## src/rtl/iaw_pkg.sv

```systemverilog
package iaw_pkg;
  localparam int BYTE_W     = 8;
  localparam int WORD_BYTES = 4;
  localparam int WORD_W     = BYTE_W * WORD_BYTES;
  localparam int SEL_W      = $clog2(WORD_BYTES);
  localparam int OFS_W      = 8;

  // Port offset map; the byte-lane decode depends on these starting on
  // multiples of WORD_BYTES.
  localparam logic [OFS_W-1:0] OFS_SIG_FIRST  = 8'h00;
  localparam logic [OFS_W-1:0] OFS_PTR_FIRST  = 8'h04;
  localparam logic [OFS_W-1:0] OFS_DATA_FIRST = 8'h08;
  localparam logic [OFS_W-1:0] OFS_DATA_LAST  = 8'h17;
  localparam logic [OFS_W-1:0] OFS_INC_FIRST  = 8'h10;

  // Strobes from control to datapath, all single-cycle.
  typedef struct packed {
    logic             addrWe;
    logic             dataWe;
    logic [SEL_W-1:0] byteSel;
    logic             addrInc;
    logic             launchWr;
    logic             launchRd;
    logic             sigRd;
    logic             zeroRd;
    logic             ackRd;
  } iaw_stb_t;
endpackage

```

## src/rtl/iaw_ctrl.sv

```systemverilog
module iaw_ctrl
  import iaw_pkg::*;
(
  input  logic             clk,
  input  logic             rstN,
  input  logic [OFS_W-1:0] hostOfs,
  input  logic             hostWrEn,
  input  logic             hostRdEn,
  input  logic             reqAck,
  output iaw_stb_t         stb,
  output logic             reqValid,
  output logic             reqWrite,
  output logic             hostRdValid,
  output logic             busy
);
  localparam logic [OFS_W-1:0] LANES = OFS_W'(WORD_BYTES);

  logic reqValidQ, reqWriteQ, rdValidQ;
  logic wrAcc, rdAcc;
  logic inSig, inPtr, inData, inRdPort, inInc, topLane;

  // Offset decode.
  always_comb begin
    inSig    = (hostOfs >= OFS_SIG_FIRST)  && (hostOfs < OFS_SIG_FIRST + LANES);
    inPtr    = (hostOfs >= OFS_PTR_FIRST)  && (hostOfs < OFS_PTR_FIRST + LANES);
    inData   = (hostOfs >= OFS_DATA_FIRST) && (hostOfs <= OFS_DATA_LAST);
    inRdPort = (hostOfs >= OFS_DATA_FIRST) && (hostOfs < OFS_DATA_FIRST + LANES);
    inInc    = (hostOfs >= OFS_INC_FIRST)  && (hostOfs <= OFS_DATA_LAST);
    topLane  = (hostOfs[SEL_W-1:0] == {SEL_W{1'b1}});
  end

  // A host access is taken only when no request is outstanding; write wins.
  assign wrAcc = hostWrEn && !reqValidQ;
  assign rdAcc = hostRdEn && !hostWrEn && !reqValidQ;

  always_comb begin
    stb          = '0;
    stb.byteSel  = hostOfs[SEL_W-1:0];
    stb.addrWe   = wrAcc && inPtr;
    stb.dataWe   = wrAcc && inData;
    stb.addrInc  = wrAcc && inInc;
    stb.launchWr = wrAcc && inData && topLane;
    stb.launchRd = rdAcc && inRdPort;
    stb.sigRd    = rdAcc && inSig;
    stb.zeroRd   = rdAcc && !inSig && !inRdPort;
    stb.ackRd    = reqValidQ && reqAck && !reqWriteQ;
  end

  always_ff @(posedge clk) begin
    if (!rstN) begin
      reqValidQ <= 1'b0;
      reqWriteQ <= 1'b0;
      rdValidQ  <= 1'b0;
    end else begin
      rdValidQ <= stb.sigRd || stb.zeroRd || stb.ackRd;
      if (reqValidQ && reqAck) begin
        reqValidQ <= 1'b0;
      end else if (stb.launchWr || stb.launchRd) begin
        reqValidQ <= 1'b1;
        reqWriteQ <= stb.launchWr;
      end
    end
  end

  assign reqValid    = reqValidQ;
  assign reqWrite    = reqWriteQ;
  assign hostRdValid = rdValidQ;
  assign busy        = reqValidQ;
endmodule

```

## src/rtl/iaw_datapath.sv

```systemverilog
module iaw_datapath
  import iaw_pkg::*;
#(
  parameter int                REG_SPACE_BITS = 24,
  parameter int                PTR_STEP       = 4,
  parameter int                MODE_W         = 4,
  parameter logic [WORD_W-1:0] SIGNATURE      = 32'h2B16_D065
) (
  input  logic              clk,
  input  logic              rstN,
  input  iaw_stb_t          stb,
  input  logic [BYTE_W-1:0] hostWrData,
  input  logic [BYTE_W-1:0] ackRdData,
  input  logic              ctrlWrEn,
  input  logic [MODE_W-1:0] ctrlWrNibble,
  output logic [BYTE_W-1:0] hostRdData,
  output logic [MODE_W-1:0] modeOut,
  output logic              reqLinear,
  output logic [WORD_W-1:0] reqAddr,
  output logic [WORD_W-1:0] reqWrData
);
  localparam logic [WORD_W-1:0] LIN_BASE = {{(WORD_W-1){1'b0}}, 1'b1} << REG_SPACE_BITS;
  localparam logic [WORD_W-1:0] STEP     = WORD_W'(PTR_STEP);

  logic [WORD_W-1:0] ptrQ, dataQ, ptrMerged, dataMerged, ptrNext;
  logic [WORD_W-1:0] srcAddr, reqAddrQ, reqDataQ;
  logic [BYTE_W-1:0] rdByteQ, sigByte;
  logic [MODE_W-1:0] modeQ;
  logic              reqLinQ, srcLinear;

  // Byte lane replacement for pointer and data word.
  for (genvar g = 0; g < WORD_BYTES; g++) begin : g_lane
    logic hit;
    assign hit = (stb.byteSel == SEL_W'(g));
    assign ptrMerged[g*BYTE_W +: BYTE_W]  = (stb.addrWe && hit) ? hostWrData
                                          : ptrQ[g*BYTE_W +: BYTE_W];
    assign dataMerged[g*BYTE_W +: BYTE_W] = (stb.dataWe && hit) ? hostWrData
                                          : dataQ[g*BYTE_W +: BYTE_W];
  end

  assign ptrNext   = stb.addrInc ? ptrQ + STEP : ptrMerged;
  assign srcAddr   = stb.launchWr ? ptrQ : ptrQ + WORD_W'(stb.byteSel);
  assign srcLinear = (srcAddr >= LIN_BASE);
  assign sigByte   = SIGNATURE[{stb.byteSel, 3'b000} +: BYTE_W];

  always_ff @(posedge clk) begin
    if (!rstN) begin
      ptrQ     <= '0;
      dataQ    <= '0;
      reqAddrQ <= '0;
      reqDataQ <= '0;
      reqLinQ  <= 1'b0;
      rdByteQ  <= '0;
      modeQ    <= '0;
    end else begin
      ptrQ  <= ptrNext;
      dataQ <= dataMerged;
      if (stb.launchWr || stb.launchRd) begin
        reqLinQ  <= srcLinear;
        reqAddrQ <= srcLinear ? srcAddr - LIN_BASE : srcAddr;
      end
      if (stb.launchWr) reqDataQ <= dataMerged;
      if (stb.sigRd)       rdByteQ <= sigByte;
      else if (stb.zeroRd) rdByteQ <= '0;
      else if (stb.ackRd)  rdByteQ <= ackRdData;
      if (ctrlWrEn) modeQ <= ctrlWrNibble;
    end
  end

  assign hostRdData = rdByteQ;
  assign modeOut    = modeQ;
  assign reqLinear  = reqLinQ;
  assign reqAddr    = reqAddrQ;
  assign reqWrData  = reqDataQ;
endmodule

```

## src/rtl/ind_access_window.sv

```systemverilog
module ind_access_window
  import iaw_pkg::*;
#(
  parameter int                REG_SPACE_BITS = 24,
  parameter int                PTR_STEP       = 4,
  parameter int                MODE_W         = 4,
  parameter logic [WORD_W-1:0] SIGNATURE      = 32'h2B16_D065
) (
  input  logic              clk,
  input  logic              rstN,
  input  logic [OFS_W-1:0]  hostOfs,
  input  logic              hostWrEn,
  input  logic              hostRdEn,
  input  logic [BYTE_W-1:0] hostWrData,
  output logic [BYTE_W-1:0] hostRdData,
  output logic              hostRdValid,
  output logic              busy,
  input  logic              ctrlWrEn,
  input  logic [MODE_W-1:0] ctrlWrNibble,
  output logic [MODE_W-1:0] modeOut,
  output logic              reqValid,
  output logic              reqWrite,
  output logic              reqLinear,
  output logic [WORD_W-1:0] reqAddr,
  output logic [WORD_W-1:0] reqWrData,
  input  logic              reqAck,
  input  logic [BYTE_W-1:0] ackRdData
);
  iaw_stb_t stb;

  iaw_ctrl ctrl_i (
    .clk        (clk),
    .rstN       (rstN),
    .hostOfs    (hostOfs),
    .hostWrEn   (hostWrEn),
    .hostRdEn   (hostRdEn),
    .reqAck     (reqAck),
    .stb        (stb),
    .reqValid   (reqValid),
    .reqWrite   (reqWrite),
    .hostRdValid(hostRdValid),
    .busy       (busy)
  );

  iaw_datapath #(
    .REG_SPACE_BITS(REG_SPACE_BITS),
    .PTR_STEP      (PTR_STEP),
    .MODE_W        (MODE_W),
    .SIGNATURE     (SIGNATURE)
  ) dp_i (
    .clk         (clk),
    .rstN        (rstN),
    .stb         (stb),
    .hostWrData  (hostWrData),
    .ackRdData   (ackRdData),
    .ctrlWrEn    (ctrlWrEn),
    .ctrlWrNibble(ctrlWrNibble),
    .hostRdData  (hostRdData),
    .modeOut     (modeOut),
    .reqLinear   (reqLinear),
    .reqAddr     (reqAddr),
    .reqWrData   (reqWrData)
  );
endmodule

```

## config.mk

```make
export PLATFORM = sky130hd
export DESIGN_NAME = ind_access_window
export DESIGN_NICKNAME = d
export VERILOG_FILES = /design/src/rtl/iaw_pkg.sv /design/src/rtl/iaw_ctrl.sv /design/src/rtl/iaw_datapath.sv /design/src/rtl/ind_access_window.sv
export SDC_FILE = /design/constraint.sdc
export NUM_CORES = 1
export LEC_CHECK = 0
export BUFFER_PORTS_ARGS = -buffer_cell sky130_fd_sc_hd__buf_4
export CORE_MARGIN = 1
export CORE_UTILIZATION = 50
export CTS_BUF_LIST = sky130_fd_sc_hd__clkbuf_4 sky130_fd_sc_hd__clkbuf_8
export CTS_CLUSTER_DIAMETER = 30
export DETAILED_ROUTE_END_ITERATION = 6
export PLACE_DENSITY = 0.72
export SLEW_MARGIN = 15
export SYNTH_ARGS = -nofsm -noshare
export SYNTH_HDL_FRONTEND = slang
export SYNTH_SLANG_ARGS = --single-unit
```

## constraint.sdc

```tcl
create_clock -name clk -period 6.65 [get_ports clk]
set_input_delay 1.33 -clock clk [delete_from_list [all_inputs] [get_ports clk]]
set_output_delay 1.33 -clock clk [all_outputs]
set_load 0.01 [all_outputs]
```

After elaboration in Yosys (flattened, before gate mapping)

Cells that the tools add are included.

$add $sub $neg: 3
Order comparisons: 9
Eq/ne operators: 3
Shift operators: 1
Muxes and demuxes: 14
Bitwise operators: 2
Reduce and logical (&&, ||, !) cells: 41

Operators by type and width:

| kind                                                                | number |
|---|---|
| 2-to-1 mux 32 bit                                                   | 3 |
| 2-to-1 mux 8 bit                                                    | 11 |
| adder 32 x 2 -> 32 bit                                              | 1 |
| adder 32 x 3 -> 32 bit, second input constant                       | 1 |
| greater-or-equal comparator 32 x 25 -> 1 bit, second input constant | 1 |
| indexed part select 32 x 6 -> 8 bit, first input constant           | 1 |
| subtractor 32 x 25 -> 32 bit, second input constant                 | 1 |
| logical AND 1 bit                                                   | 25 |
| less-than comparator 8 x 4 -> 1 bit, second input constant          | 2 |
| greater-or-equal comparator 8 x 1 -> 1 bit, second input constant   | 1 |
| greater-or-equal comparator 8 x 3 -> 1 bit, second input constant   | 1 |
| greater-or-equal comparator 8 x 4 -> 1 bit, second input constant   | 1 |
| greater-or-equal comparator 8 x 5 -> 1 bit, second input constant   | 1 |
| <= comparator 8 x 5 -> 1 bit, second input constant                 | 1 |
| less-than comparator 8 x 3 -> 1 bit, second input constant          | 1 |
| nonzero test 2 bit                                                  | 4 |
| zero test 1 bit                                                     | 5 |
| equality test 2 bit, second input constant                          | 2 |
| logical OR 1 bit                                                    | 3 |
| nonzero test 3 bit                                                  | 1 |
| equality test 2 x 1 -> 1 bit, second input constant                 | 1 |
| zero test 2 bit                                                     | 1 |
| inverter 1 bit                                                      | 2 |
| AND reduction 2 bit                                                 | 1 |
| OR reduction 2 bit                                                  | 1 |

Register bits: 144
Input port bits: 34
Output and inout bits: 81
Logic and storage cells: 86

Logic depth before layout (Yosys ltp)

Gate-level depths: netlist (run 1).

Depth in word-level cells: 7
Mapped depth: 15
Gate-level depth less buffers: 14

Modules after synthesis

Synthesis (run 1) repeated with hierarchy kept, for this count alone.

Cell total of the unflattened synthesis: 876
Area, all modules: 7250.7 um2

Modules (own cells, without submodules):

| module       | instances | cells an instance | area an instance (um2) | sequential area each (um2) |
|---|---|---|---|---|
| iaw_datapath | 1         | 843               | 6982.9                 | 2822.7 |
| iaw_ctrl     | 1         | 33                | 267.8                  | 60.1 |

Worst setup path after synthesis (run 1)

OpenSTA, ideal clock, no wires.

Kind: input -> register
Start: input port hostOfs[6]
End: register dp_i.reqAddrQ[30], in the netlist dp_i.reqAddr[30]
Library setup time: 70 ps
Data arrival time: 4496 ps
Data required time: 6580 ps
Setup slack: 2084 ps
Cell stages on the path: 12
Path buffers: 1
Cells stage by stage: or3_1 buf_6 o41ai_4 nor4_1 xnor2_1 ha_1 o21ai_0 nand4b_1 or4_4 o21a_4 or3_1 a21oi_1

Word-level cells in the longest chain between the ends: 7
Elaborated cells between the ends (all ways): 13
Classes of those cells: add/sub (1); order compare (4); mux (2); reduce/logical (6)

RTL lines:

| item                                                                                                | RTL line                               | RTL |
|---|---|---|
| start: declaration                                                                                  | ind_access_window.sv:11                | `input logic [OFS_W-1:0] hostOfs,` |
| greater-or-equal comparator 8 x 4 -> 1 bit / <= comparator 8 x 5 -> 1 bit (equally long branches)   | iaw_ctrl.sv:26, iaw_ctrl.sv:27         |  |
| logical AND 1 bit                                                                                   | iaw_ctrl.sv:26                         | `inData = (hostOfs >= OFS_DATA_FIRST) && (hostOfs <= OFS_DATA_LAST);` |
| logical AND 1 bit (2 in series)                                                                     | iaw_ctrl.sv:42                         | `stb.launchWr = wrAcc && inData && topLane;` |
| 2-to-1 mux 32 bit                                                                                   | iaw_datapath.sv:42                     | `assign srcAddr = stb.launchWr ? ptrQ : ptrQ + WORD_W'(stb.byteSel);` |
| subtractor 32 x 25 -> 32 bit / greater-or-equal comparator 32 x 25 -> 1 bit (equally long branches) | iaw_datapath.sv:60, iaw_datapath.sv:43 |  |
| 2-to-1 mux 32 bit                                                                                   | iaw_datapath.sv:60                     | `reqAddrQ <= srcLinear ? srcAddr - LIN_BASE : srcAddr;` |
| end signal: assignment                                                                              | iaw_datapath.sv:60                     |  |
| end: declaration                                                                                    | iaw_datapath.sv:26                     | `logic [WORD_W-1:0] srcAddr, reqAddrQ, reqDataQ;` |

Several ways; a longest one is shown, not always the timed one.
A chain may end at the register's enable or synchronous reset.

Worst setup path in the final report (run 1)

Start: register dp_i.ptrQ[2]
End: register dp_i.reqAddrQ[30], in the netlist dp_i.reqAddr[30]

Word-level cells in the longest chain between the ends: 4
Elaborated cells between the ends (all ways): 5
Classes of those cells: add/sub (2); order compare (1); mux (2)

RTL lines:

| item                                                                                                | RTL line                               | RTL |
|---|---|---|
| start: declaration                                                                                  | iaw_datapath.sv:25                     | `logic [WORD_W-1:0] ptrQ, dataQ, ptrMerged, dataMerged, ptrNext;` |
| start signal: assignment                                                                            | iaw_datapath.sv:56                     | `ptrQ <= ptrNext;` |
| adder 32 x 2 -> 32 bit                                                                              | iaw_datapath.sv:42                     |  |
| 2-to-1 mux 32 bit (*)                                                                               | iaw_datapath.sv:42                     |  |
| subtractor 32 x 25 -> 32 bit / greater-or-equal comparator 32 x 25 -> 1 bit (equally long branches) | iaw_datapath.sv:60, iaw_datapath.sv:43 |  |
| 2-to-1 mux 32 bit (*)                                                                               | iaw_datapath.sv:60                     |  |

Mark *: on every way between the ends. The rest lies on a longest branch, timed or not.

==> out/qor.yml, run 1 <==
critical_path:
  crit_path_top_delay_cell: "nor4_1"
  ff2ff_path_depth: 14
  startpoint: "dp_i.ptrQ[2]$_SDFFE_PN0P_"
  worstPathMaxFanout: 9
  r2r-start: "dp_i.ptrQ[2]$_SDFFE_PN0P_"
  cp-end-kind: "flip-flop"
  path_buf_inv: 1
  startpoint_type: "flip-flop"
  slowest_delay_ns: 0.72
  arrival_ns: 4.98
  crit_chain: "ha_1 > nand2_1 > nor4_1 > nand2_1 > nor4_1 > xnor2_1 > inv_1 > ha_1 > o21ai_0 > nand4b_1 > or4_4 > o21a_4 > or3_1 > a21oi_1"
  required_ns: 7.03
  critPathKind: "flip-flop to flip-flop"
  worst_path_dominant_cell_family: "simple AND/OR/NAND/NOR gates"
  rrSetupSlack_ns: 2.05
  r2r-end: "dp_i.reqAddr[30]$_SDFFE_PN0N_"
routing:
  topRoutingLayerUsed: "met4"
  vias: 6364
  finalWirelength_mm: 18.43
  wl_met3_mm: 1.517
  drtIter0Drc: 662
  antenna_left: 0
  viasPerCell: 5.796
  dr.pass1.iters: 7
  wl_per_cell_um: 16.79
  drc: 0
  wl_met1_mm: 8.447
  met2WireLength_mm: 8.226
synthesis:
  synth_edf_count: 0
  syn_area_per_cell_sq_um: 8.020
  synth_top_cell_by_area: "dfxtp_1"
  ys.flop_type: "dfxtp_1"
  yosys_warnings: 0
  yosys-top-cells-count: "dfxtp_1 (136), nor2_1 (133), nand2_1 (81)"
  ys_types: 59
  synth.most_common_cell: "dfxtp_1"
  async_flop_share: 0
  syn-cell-area_sq_mm: 0.006745
  syn_nets: 885
  seq_area_frac_synth: 0.4036
  synth_area_leaders: "dfxtp_1 (40%), nor2_1 (7.4%), a211oi_1 (5.8%)"
  yosysTopAreaCellShare: 0.4036
  ys_ff_latch: 136
  syn_inst: 841
clock_network:
  insertion_delay_ns: 0.45
  numCtsBuffers: 17
  cts_resized: 0
  cts_sinks: 136
  htree_levels: 4
  cts_tree: "done"
  postCtsSetupRepairBufs: 0
  postCtsHoldBufs: 0
  path_clk_slew_ns: 0.08
  cts_buffer_depth: 2
  clock-root-buffer: "clkbuf_8"
placement:
  dp_hpwl_mm: 12.80
  gp_congestion: 0.9275
  io_buffers: 114
  placed_area_sq_mm: 0.007562
pwr:
  leakagePower_nw: 3.059
  power_frac_seq: 0.527
  power_frac_comb: 0.062
  p_int_mw: 1.167
  p_sw_mw: 0.4048
  p_clk_frac: 0.410
  power.density_mw_per_mm2: 198.2
  swShare: 0.2575
  ir_worst_vdd_uv: 203.9
global_route:
  antenna_found_initial: 0
  overflow: 0
  track_usage: 0.2731
  grt_pass1_vias: 5937
  grt_max_degree: 104
  grt_pass1_wl_mm: 30.35
flow_run:
  drv_cap: 0
sta:
  max_freq_mhz: 217.3
  period_share: 0.6921
  setup_violations: 0
  slew_headroom: 0.2140
  hold_viol_final: 0
  setup_tns_ns: 0
  grt_setup_unrepaired: "no"
  drv_slew: 0
  period_minus_slack_ns: 4.602
  whs_ns: 0.4573
  fin_skew_ns: 0.007763
  tightest_slew_ns: 1.174
min_path:
  hold_start: "dp_i.reqWrData[31]$_SDFFE_PN0P_"
  hold_depth: 2
  worstHoldPathType: "flip-flop to flip-flop"
  hold_path_end: "dp_i.reqWrData[31]$_SDFFE_PN0P_"
die:
  fp.dieH_um: 118.2
  rows: 42
  core-area_sq_mm: 0.01319
  start_util: 0.5114
  die_w_um: 118.2
  dieArea_sq_mm: 0.01396
  ioPinCount: 115
outcome:
  outcome: "finished clean"
final_layout:
  n_antenna_cell: 0
  drive_gt1_frac: 0.1746
  stdcell_area_sq_mm: 0.007933
  nets: 953
  syn2layout_area_growth_pct: 17.60
[layout make-up]
| class | count | area, sq um |
|---|---|---|
| Tap cell | 176 | 220.2 |
| Clock buffer | 18 | 247.7 |
| Multi-Input combinational cell | 625 | 3684 |
| Inverter | 9 | 35.03 |
| Clock inverter | 14 | 122.6 |
| Fill cell | 1243 | 5258 |
| Sequential cell | 136 | 2723 |
| Timing Repair Buffer | 120 | 900.9 |
[per-stage QoR]
step           power, mW    util  instances  setup WS [ns]
3_5_place_dp      0.9451  0.5733       1066          1.799
3_3_place_gp      0.9446  0.5733       1066          1.870
5_1_grt            1.628  0.6014       1098          1.836
2_1_floorplan     0.8989       -        841          2.084
4_1_cts            1.582  0.6014       1098          2.196
6_report           1.572  0.6014       1098          2.048
[worst max path at each step]
stage                     slack [ns]                            end  cells after the start
after global placement          1.87  dp_i.reqAddr[30]$_SDFFE_PN0N_                     13
after detailed placement        1.80  dp_i.reqAddr[30]$_SDFFE_PN0N_                     13
after floorplan                 2.08  dp_i.reqAddr[30]$_SDFFE_PN0N_                     12
after CTS                       2.20  dp_i.reqAddr[30]$_SDFFE_PN0N_                     14
after global routing            1.84  dp_i.reqAddr[29]$_SDFFE_PN0N_                     14
final                           2.05  dp_i.reqAddr[30]$_SDFFE_PN0N_                     14
[routing by layer]
layer,global-route usage,up-vias
li1,-,3136
met2,0.4224,257
met4,0.08654,0
met1,0.3664,2952
met3,0.07819,19
met5,0,-
[flip-flops by register name, indices dropped and copies added (netlist names)]
signal and count:
dp_i.dataQ 24, ctrl_i.busy 1, dp_i.reqAddr 32, ctrl_i.reqWrite 1, dp_i.hostRdData 8, dp_i.reqWrData 32, dp_i.reqLinear 1, dp_i.modeOut 4
dp_i.ptrQ 32, ctrl_i.hostRdValid 1
[tightest hold or removal path: stages, from the launching register on]
cell and delay [ns]:
dfxtp_1 0.31, nand2_1 0.05, a21oi_1 0.05
[power groups by stage]
stage                     clock network [mW]  registers [mW]  logic (mW)
after global placement                     0           0.848      0.0968
after CTS                              0.656           0.829      0.0977
after floorplan                            0           0.850      0.0485
after detailed placement                   0           0.848      0.0973
final                                  0.645           0.829      0.0980
after global routing                   0.692           0.830       0.107
[logic make-up (layout without fill, tap and decap cells)]
| group | after synthesis | in the layout | synth area share |
|---|---|---|---|
| muxes | 27 | 27 | 0.04025 |
| adders and majority gates | 10 | 10 | 0.01966 |
| AOI/OAI and AO/OA | 194 | 194 | 0.1868 |
| DFF | 136 | 136 | 0.4036 |
| and+or+nand+nor | 352 | 352 | 0.2424 |
| buffers and inverters | 80 | 161 | 0.05157 |
| xor gates and xnor gates | 42 | 42 | 0.05565 |
[cell usage in the layout (no fill, tap or decap), types with 3 or more instances in the layout]
cell type and count:
o21ai_0 41, xor2_1 15, clkinv_2 5, a21oi_1 53, nand4_1 17, nand3_1 28, a211o_1 3, and2_1 7
nor4_1 16, o211ai_1 5, inv_1 8, or4_1 4, clkbuf_8 18, nand2_1 81, a22oi_1 4, inv_6 3
a21o_1 3, or3_1 7, buf_4 120, clkinvlp_4 5, xnor2_1 26, a31oi_1 6, dfxtp_1 136, mux2i_1 26
nor3_1 33, ha_1 9, a41oi_1 3, o22ai_1 6, nor2_1 133, a221oi_1 5, a211oi_1 52, nand2b_1 3
and3_1 7
No activity file was read; power rests on OpenSTA's default activity.
==> run 2, diff against run 1 <==
--- a/config.mk
+++ b/config.mk
@@ -5,13 +5,14 @@
 export SDC_FILE = /design/constraint.sdc
 export NUM_CORES = 1
 export LEC_CHECK = 0
+export ABC_AREA = 1
 export BUFFER_PORTS_ARGS = -buffer_cell sky130_fd_sc_hd__buf_4
 export CORE_MARGIN = 1
 export CORE_UTILIZATION = 50
 export CTS_BUF_LIST = sky130_fd_sc_hd__clkbuf_4 sky130_fd_sc_hd__clkbuf_8
 export CTS_CLUSTER_DIAMETER = 30
 export DETAILED_ROUTE_END_ITERATION = 6
-export PLACE_DENSITY = 0.72
+export PLACE_DENSITY = 0.75
 export SLEW_MARGIN = 15
 export SYNTH_ARGS = -nofsm -noshare
 export SYNTH_HDL_FRONTEND = slang
==> constraint.sdc (replaced) <==
create_clock -name clk -period 4.1 [get_ports clk]
set_input_delay 0.82 -clock clk [delete_from_list [all_inputs] [get_ports clk]]
set_output_delay 0.82 -clock clk [all_outputs]
set_load 0.01 [all_outputs]
==> run 2 against run 1 <==
Clock skew is 0.0028 ns higher. Cell area is 9.0% higher. Maximum frequency up 59%. Flip-flop and latch count stayed put. Worst hold slack better by 0.014 ns. Critical path type unchanged. Critical endpoint is now dp_i.reqAddr[24]$_SDFFE_PN0N_. Largest cell class unchanged.
==> out/qor.yml, run 2 <==
outcome:
  outcome: "finished clean"
synthesis:
  synth_area_leaders: "dfxtp_1 (37%), nand2_1 (14%), nor2_1 (7.2%)"
  syn-cell-area_sq_mm: 0.007342
  syn_nets: 1142
  async_flop_share: 0
  yosys-top-cells-count: "nand2_1 (274), nor2_1 (140), dfxtp_1 (136)"
  syn_inst: 1098
  synth_edf_count: 0
  synth.most_common_cell: "nand2_1"
  synth_top_cell_by_area: "dfxtp_1"
  yosys_warnings: 0
  seq_area_frac_synth: 0.3708
  syn_area_per_cell_sq_um: 6.687
  ys_types: 41
  yosysTopAreaCellShare: 0.3708
  ys.flop_type: "dfxtp_1"
  ys_ff_latch: 136
min_path:
  hold_start: "dp_i.reqWrData[28]$_SDFFE_PN0P_"
  hold_path_end: "dp_i.reqWrData[28]$_SDFFE_PN0P_"
  hold_depth: 2
  worstHoldPathType: "flip-flop to flip-flop"
sta:
  drv_slew: 0
  worst_slack_ns: 1.205
  period_share: 0.7060
  hold_viol_final: 0
  grt_setup_unrepaired: "no"
  fin_skew_ns: 0.01057
  slew_headroom: 0.4795
  tightest_slew_ns: 0.7779
  setup_violations: 0
  period_minus_slack_ns: 2.895
  max_freq_mhz: 345.5
  setup_tns_ns: 0
routing:
  vias: 7348
  dr.pass1.iters: 5
  drc: 0
  antenna_left: 0
  drtIter0Drc: 550
  finalWirelength_mm: 21.44
  wl_per_cell_um: 15.41
  viasPerCell: 5.283
placement:
  gp_congestion: 0.9715
  dp_hpwl_mm: 16.27
  dp_slack_ns: 0.7293
  io_buffers: 114
pwr:
  power.density_mw_per_mm2: 293.1
  leakagePower_nw: 3.938
  finalPower_mw: 2.533
  ir_worst_vdd_uv: 458.5
die:
  fp.dieH_um: 123.2
  core-area_sq_mm: 0.01410
  die_w_um: 123.2
  rows: 43
  ioPinCount: 115
  start_util: 0.5209
  dieArea_sq_mm: 0.01517
critical_path:
  r2r-end: "dp_i.reqAddr[24]$_SDFFE_PN0N_"
  cp-end-kind: "flip-flop"
  path_depth: 19
  ff2ff_path_depth: 19
  critPathKind: "flip-flop to flip-flop"
  worst_path_dominant_cell_family: "simple AND/OR/NAND/NOR gates"
  slowest_delay_ns: 0.49
  path_buf_inv: 3
  r2r-start: "dp_i.ptrQ[2]$_SDFFE_PN0P_"
  arrival_ns: 3.26
  crit_path_top_delay_cell: "dfxtp_1"
  required_ns: 4.46
  startpoint_type: "flip-flop"
  crit_chain: "ha_1 > nand3_1 > nor2_2 > nand2_1 > inv_2 > nand3_1 > nand2_1 > nand3_1 > nand2_2 > ha_1 > inv_1 > nor2_1 > nand2_1 > nor2_4 > nand2_8 > nand2_2 > nand3_1 > nand2_1 > inv_1"
  rrSetupSlack_ns: 1.21
  worstPathMaxFanout: 8
final_layout:
  nets: 1242
  final_common_cell: "nand2_1"
  n_antenna_cell: 0
  syn2layout_area_growth_pct: 17.74
  most-common-layout-cells: "nand2_1 (273), nor2_1 (140), dfxtp_1 (136)"
  drive_gt1_frac: 0.1784
global_route:
  antenna_found_initial: 0
  grt_pass1_vias: 6762
  overflow: 0
  grt_max_degree: 72
  track_usage: 0.2988
  grt_pass1_wl_mm: 34.61
clock_network:
  clock-root-buffer: "clkbuf_8"
  postCtsHoldBufs: 0
  insertion_delay_ns: 0.46
  postCtsSetupRepairBufs: 0
  numCtsBuffers: 17
  cts_tree: "done"
  cts_resized: 0
  htree_levels: 4
  cts_sinks: 136
  path_clk_slew_ns: 0.08
  cts_buffer_depth: 2
flow_run:
  drv_cap: 0
==> run 2: cell types whose count changed in the layout (fill, tap and decap cells not counted), sizes merged, moves of 30 or more <==
| cell | change |
|---|---|
| nand2 | +204 |
| inv | +134 |
| a211oi | -51 |
| nand3 | +49 |
| o211ai | +33 |
| a21oi | +30 |
==> run 2: kinds of logic after synthesis <==
| group | share of synthesized area |
|---|---|
| buffers and inverters | 0.1029 |
| DFF | 0.3708 |
| adders and majority gates | 0.01806 |
| and+or+nand+nor | 0.3257 |
| AOI/OAI and AO/OA | 0.1587 |
| xor gates and xnor gates | 0.02386 |
==> run 2: cell type report <==
type	count	area (sq um)
sequential	136	2723
clock inverter	12	92.59
fill	1376	5451
timing repair buffer	124	930.9
inverter	145	544.3
multi-input combinational	774	3866
tap	180	225.2
clock buffer	20	262.8
==> run 2: through the flow <==
step | hold slack, ns | std cells | util | cell area (sq um)
floorplan | 0.4465 | 1098 | - | 7342
global route | 0.5003 | 1391 | 0.6133 | 8645
finish | 0.4712 | 1391 | 0.6133 | 8645
global placement | 0.4548 | 1359 | 0.5881 | 8289
CTS | 0.4726 | 1391 | 0.6133 | 8645
detailed placement | 0.4597 | 1359 | 0.5881 | 8289
==> run 2: routing by layer <==
layer	share of wire	track usage
met5	0	0
met4	0.024	0.1092
met3	0.070	0.06319
met2	0.45	0.4672
met1	0.46	0.4041
==> run 2: report_power, final <==
part	leakage [nW]	internal [mW]	switching, mW
registers	1.10	1.34	0.0107
clock network	0.173	0.453	0.558
logic	2.67	0.0668	0.107
==> run 2: how the worst max path moves through the flow <==
stage / from / to
after floorplan: hostOfs[0] / dp_i.reqAddr[25]$_SDFFE_PN0N_
after global placement: hostOfs[0] / dp_i.reqAddr[25]$_SDFFE_PN0N_
after detailed placement: hostOfs[6] / dp_i.reqAddr[24]$_SDFFE_PN0N_
after CTS: dp_i.ptrQ[2]$_SDFFE_PN0P_ / dp_i.reqAddr[24]$_SDFFE_PN0N_
after global routing: hostOfs[6] / dp_i.reqAddr[24]$_SDFFE_PN0N_
final: dp_i.ptrQ[2]$_SDFFE_PN0P_ / dp_i.reqAddr[24]$_SDFFE_PN0N_
==> run 2: worst register-to-register path, cell delays in order (launching register included) <==
cell     delay (ns)
dfxtp_1        0.49
ha_1           0.28
nand3_1        0.16
nor2_2         0.22
nand2_1        0.14
inv_2          0.12
nand3_1        0.07
nand2_1        0.09
nand3_1        0.09
nand2_2        0.11
ha_1           0.17
inv_1          0.05
nor2_1         0.13
nand2_1        0.13
nor2_4         0.22
nand2_8        0.10
nand2_2        0.06
nand3_1        0.06
nand2_1        0.06
inv_1          0.03
==> run 3, diff against run 2 <==
==> constraint.sdc (replaced) <==
create_clock -name clk -period 2.35 [get_ports clk]
set_input_delay 0.47 -clock clk [delete_from_list [all_inputs] [get_ports clk]]
set_output_delay 0.47 -clock clk [all_outputs]
set_load 0.01 [all_outputs]
==> run 3 against run 2 <==
The run now ends with setup timing left. Global-route usage increased by 1.7 points. Via count is 11% higher. Final cell count rose by 12%. Worst hold slack got worse by 0.23 ns. Clock skew is 0.0028 ns higher. Cell area is 17% higher. Sequential share of layout area shrank 4.5 points. Critical endpoint is now dp_i.reqAddr[29]$_SDFFE_PN0N_. Largest power group unchanged. Highest routed layer unchanged.
==> out/qor.yml, run 3 (synthesis gave the netlist of run 2 again) <==
outcome:
  outcome: "finished with violations"
  failed_checks: "setup timing"
critical_path:
  worst_path_dominant_cell_family: "simple AND/OR/NAND/NOR gates"
  slowest_delay_ns: 0.39
  crit_path_top_delay_cell: "dfxtp_1"
  ff2ff_path_depth: 15
  path_depth: 15
  startpoint: "dp_i.ptrQ[2]$_SDFFE_PN0P_"
  arrival_ns: 2.86
  cp-end-kind: "flip-flop"
  path_buf_inv: 3
  rrSetupSlack_ns: -0.12
  crit_chain: "buf_4 > inv_2 > nor2_4 > buf_4 > nand2_1 > nor2_2 > nand2_1 > xor2_1 > nor2_1 > nand3_1 > nor2_2 > nand3_4 > nand2_8 > nand3_2 > a21oi_2"
  worstPathMaxFanout: 8
  r2r-start: "dp_i.ptrQ[2]$_SDFFE_PN0P_"
  required_ns: 2.74
  startpoint_type: "flip-flop"
  endpoint: "dp_i.reqAddr[29]$_SDFFE_PN0N_"
  r2r-end: "dp_i.reqAddr[29]$_SDFFE_PN0N_"
  critPathKind: "flip-flop to flip-flop"
sta:
  fin_skew_ns: 0.01341
  period_share: 1.051
  worst_slack_ns: -0.1206
  setup_violations: 10
  drv_slew: 0
  max_freq_mhz: 404.8
  hold_viol_final: 0
  whs_ns: 0.2452
  period_minus_slack_ns: 2.471
  slew_headroom: 0.5329
  grt_setup_unrepaired: "yes"
  tightest_slew_ns: 0.6981
die:
  rows: 43
  ioPinCount: 115
  fp.dieH_um: 123.2
  die_w_um: 123.2
  start_util: 0.5209
  core-area_sq_mm: 0.01410
  dieArea_sq_mm: 0.01517
final_layout:
  final_util: 0.7196
  n_antenna_cell: 0
  stdcell_count: 1555
  drive_gt1_frac: 0.3113
  final_common_cell: "buf_4"
  most-common-layout-cells: "buf_4 (286), nand2_1 (263), nor2_1 (128)"
  nets: 1407
  syn2layout_area_growth_pct: 38.16
placement:
  placed_cells: 1519
  io_buffers: 114
  gp_congestion: 1.011
  dp_hpwl_mm: 17.87
pwr:
  leakagePower_nw: 4.791
  finalPower_mw: 4.568
  power.density_mw_per_mm2: 450.3
  ir_worst_vdd_uv: 477.2
global_route:
  grt_max_degree: 45
  antenna_found_initial: 0
  overflow: 0
  grt_pass1_vias: 7318
  track_usage: 0.3155
  grt_pass1_wl_mm: 36.50
clock_network:
  numCtsBuffers: 17
  htree_levels: 4
  cts_buffer_depth: 2
  insertion_delay_ns: 0.46
  clock-root-buffer: "clkbuf_8"
  cts_sinks: 136
  path_clk_slew_ns: 0.08
  cts_tree: "done"
routing:
  wl_met3_mm: 1.719
  vias: 8128
  viasPerCell: 5.227
  met2WireLength_mm: 10.67
  dr.pass1.iters: 5
  antenna_left: 0
  drc: 0
  drtIter0Drc: 626
  topRoutingLayerUsed: "met4"
  finalWirelength_mm: 23.40
  wl_met1_mm: 10.50
  wl_per_cell_um: 15.05
min_path:
  worstHoldPathType: "input port to flip-flop"
flow_run:
  drv_cap: 0
## run 3: routing by layer
| metal | global-route usage | vias to the layer above |
|---|---|---|
| met5 | 0 | - |
| met4 | 0.1017 | 0 |
| met1 | 0.4283 | 3691 |
| met2 | 0.5070 | 329 |
| met3 | 0.05443 | 40 |
| li1 | - | 4068 |
## run 3: report_power, final
part / switching [mW] / leakage [nW] / internal, mW
combinational: 0.197 / 3.50 / 0.140
sequential: 0.0171 / 1.10 / 2.33
clock: 0.991 / 0.189 / 0.888
## run 3: how the worst min path moves through the flow
stage                     cells past startpoint                       startpoint  slack [ns]                         endpoint
after floorplan                               2        dp_i.dataQ[11]$_SDFF_PN0_        0.45        dp_i.dataQ[11]$_SDFF_PN0_
after global placement                        2  dp_i.reqWrData[25]$_SDFFE_PN0P_        0.45  dp_i.reqWrData[25]$_SDFFE_PN0P_
after detailed placement                      2  dp_i.reqWrData[24]$_SDFFE_PN0P_        0.46  dp_i.reqWrData[24]$_SDFFE_PN0P_
after CTS                                     3                  ctrlWrNibble[1]        0.24     dp_i.modeOut[1]$_SDFFE_PN0P_
after global routing                          3                  ctrlWrNibble[1]        0.24     dp_i.modeOut[1]$_SDFFE_PN0P_
final                                         3                  ctrlWrNibble[1]        0.25     dp_i.modeOut[1]$_SDFFE_PN0P_
## run 3: layout make-up
| class | count | area, sq um |
|---|---|---|
| Inverter | 145 | 549.3 |
| Tap cell | 180 | 225.2 |
| Timing Repair Buffer | 289 | 2207 |
| Clock buffer | 19 | 255.2 |
| Sequential cell | 136 | 2734 |
| Fill cell | 1217 | 3953 |
| Multi-Input combinational cell | 774 | 4054 |
| Clock inverter | 12 | 118.9 |
## run 3: stage by stage
stage / area (sq um) / worst slack, ns / TNS, ns
2_1_floorplan: 7410 / -0.1130 / -0.6086
3_3_place_gp: 9595 / -0.3119 / -2.521
5_1_grt: 10140 / -0.2763 / -2.301
3_5_place_dp: 9595 / -0.3708 / -3.072
6_report: 10140 / -0.1206 / -0.7997
4_1_cts: 10060 / -0.04977 / -0.3178
## run 3: timing repair
| action | 4_1_cts | 5_1_grt |
|---|---|---|
| resized for setup | 23 | 20 |
| buffers inserted | 3 | 2 |
| hold buffers | 0 | 0 |
| setup endpoints to repair | 9 | 10 |
| pin swaps | 13 | 9 |
## run 3: worst register-to-register path, stage by stage, from the launching register on
cell     delay (ns)
dfxtp_1        0.39
buf_4          0.19
inv_2          0.08
nor2_4         0.13
buf_4          0.14
nand2_1        0.11
nor2_2         0.25
nand2_1        0.10
xor2_1         0.18
nor2_1         0.12
nand3_1        0.09
nor2_2         0.13
nand3_4        0.14
nand2_8        0.15
nand3_2        0.09
a21oi_2        0.13
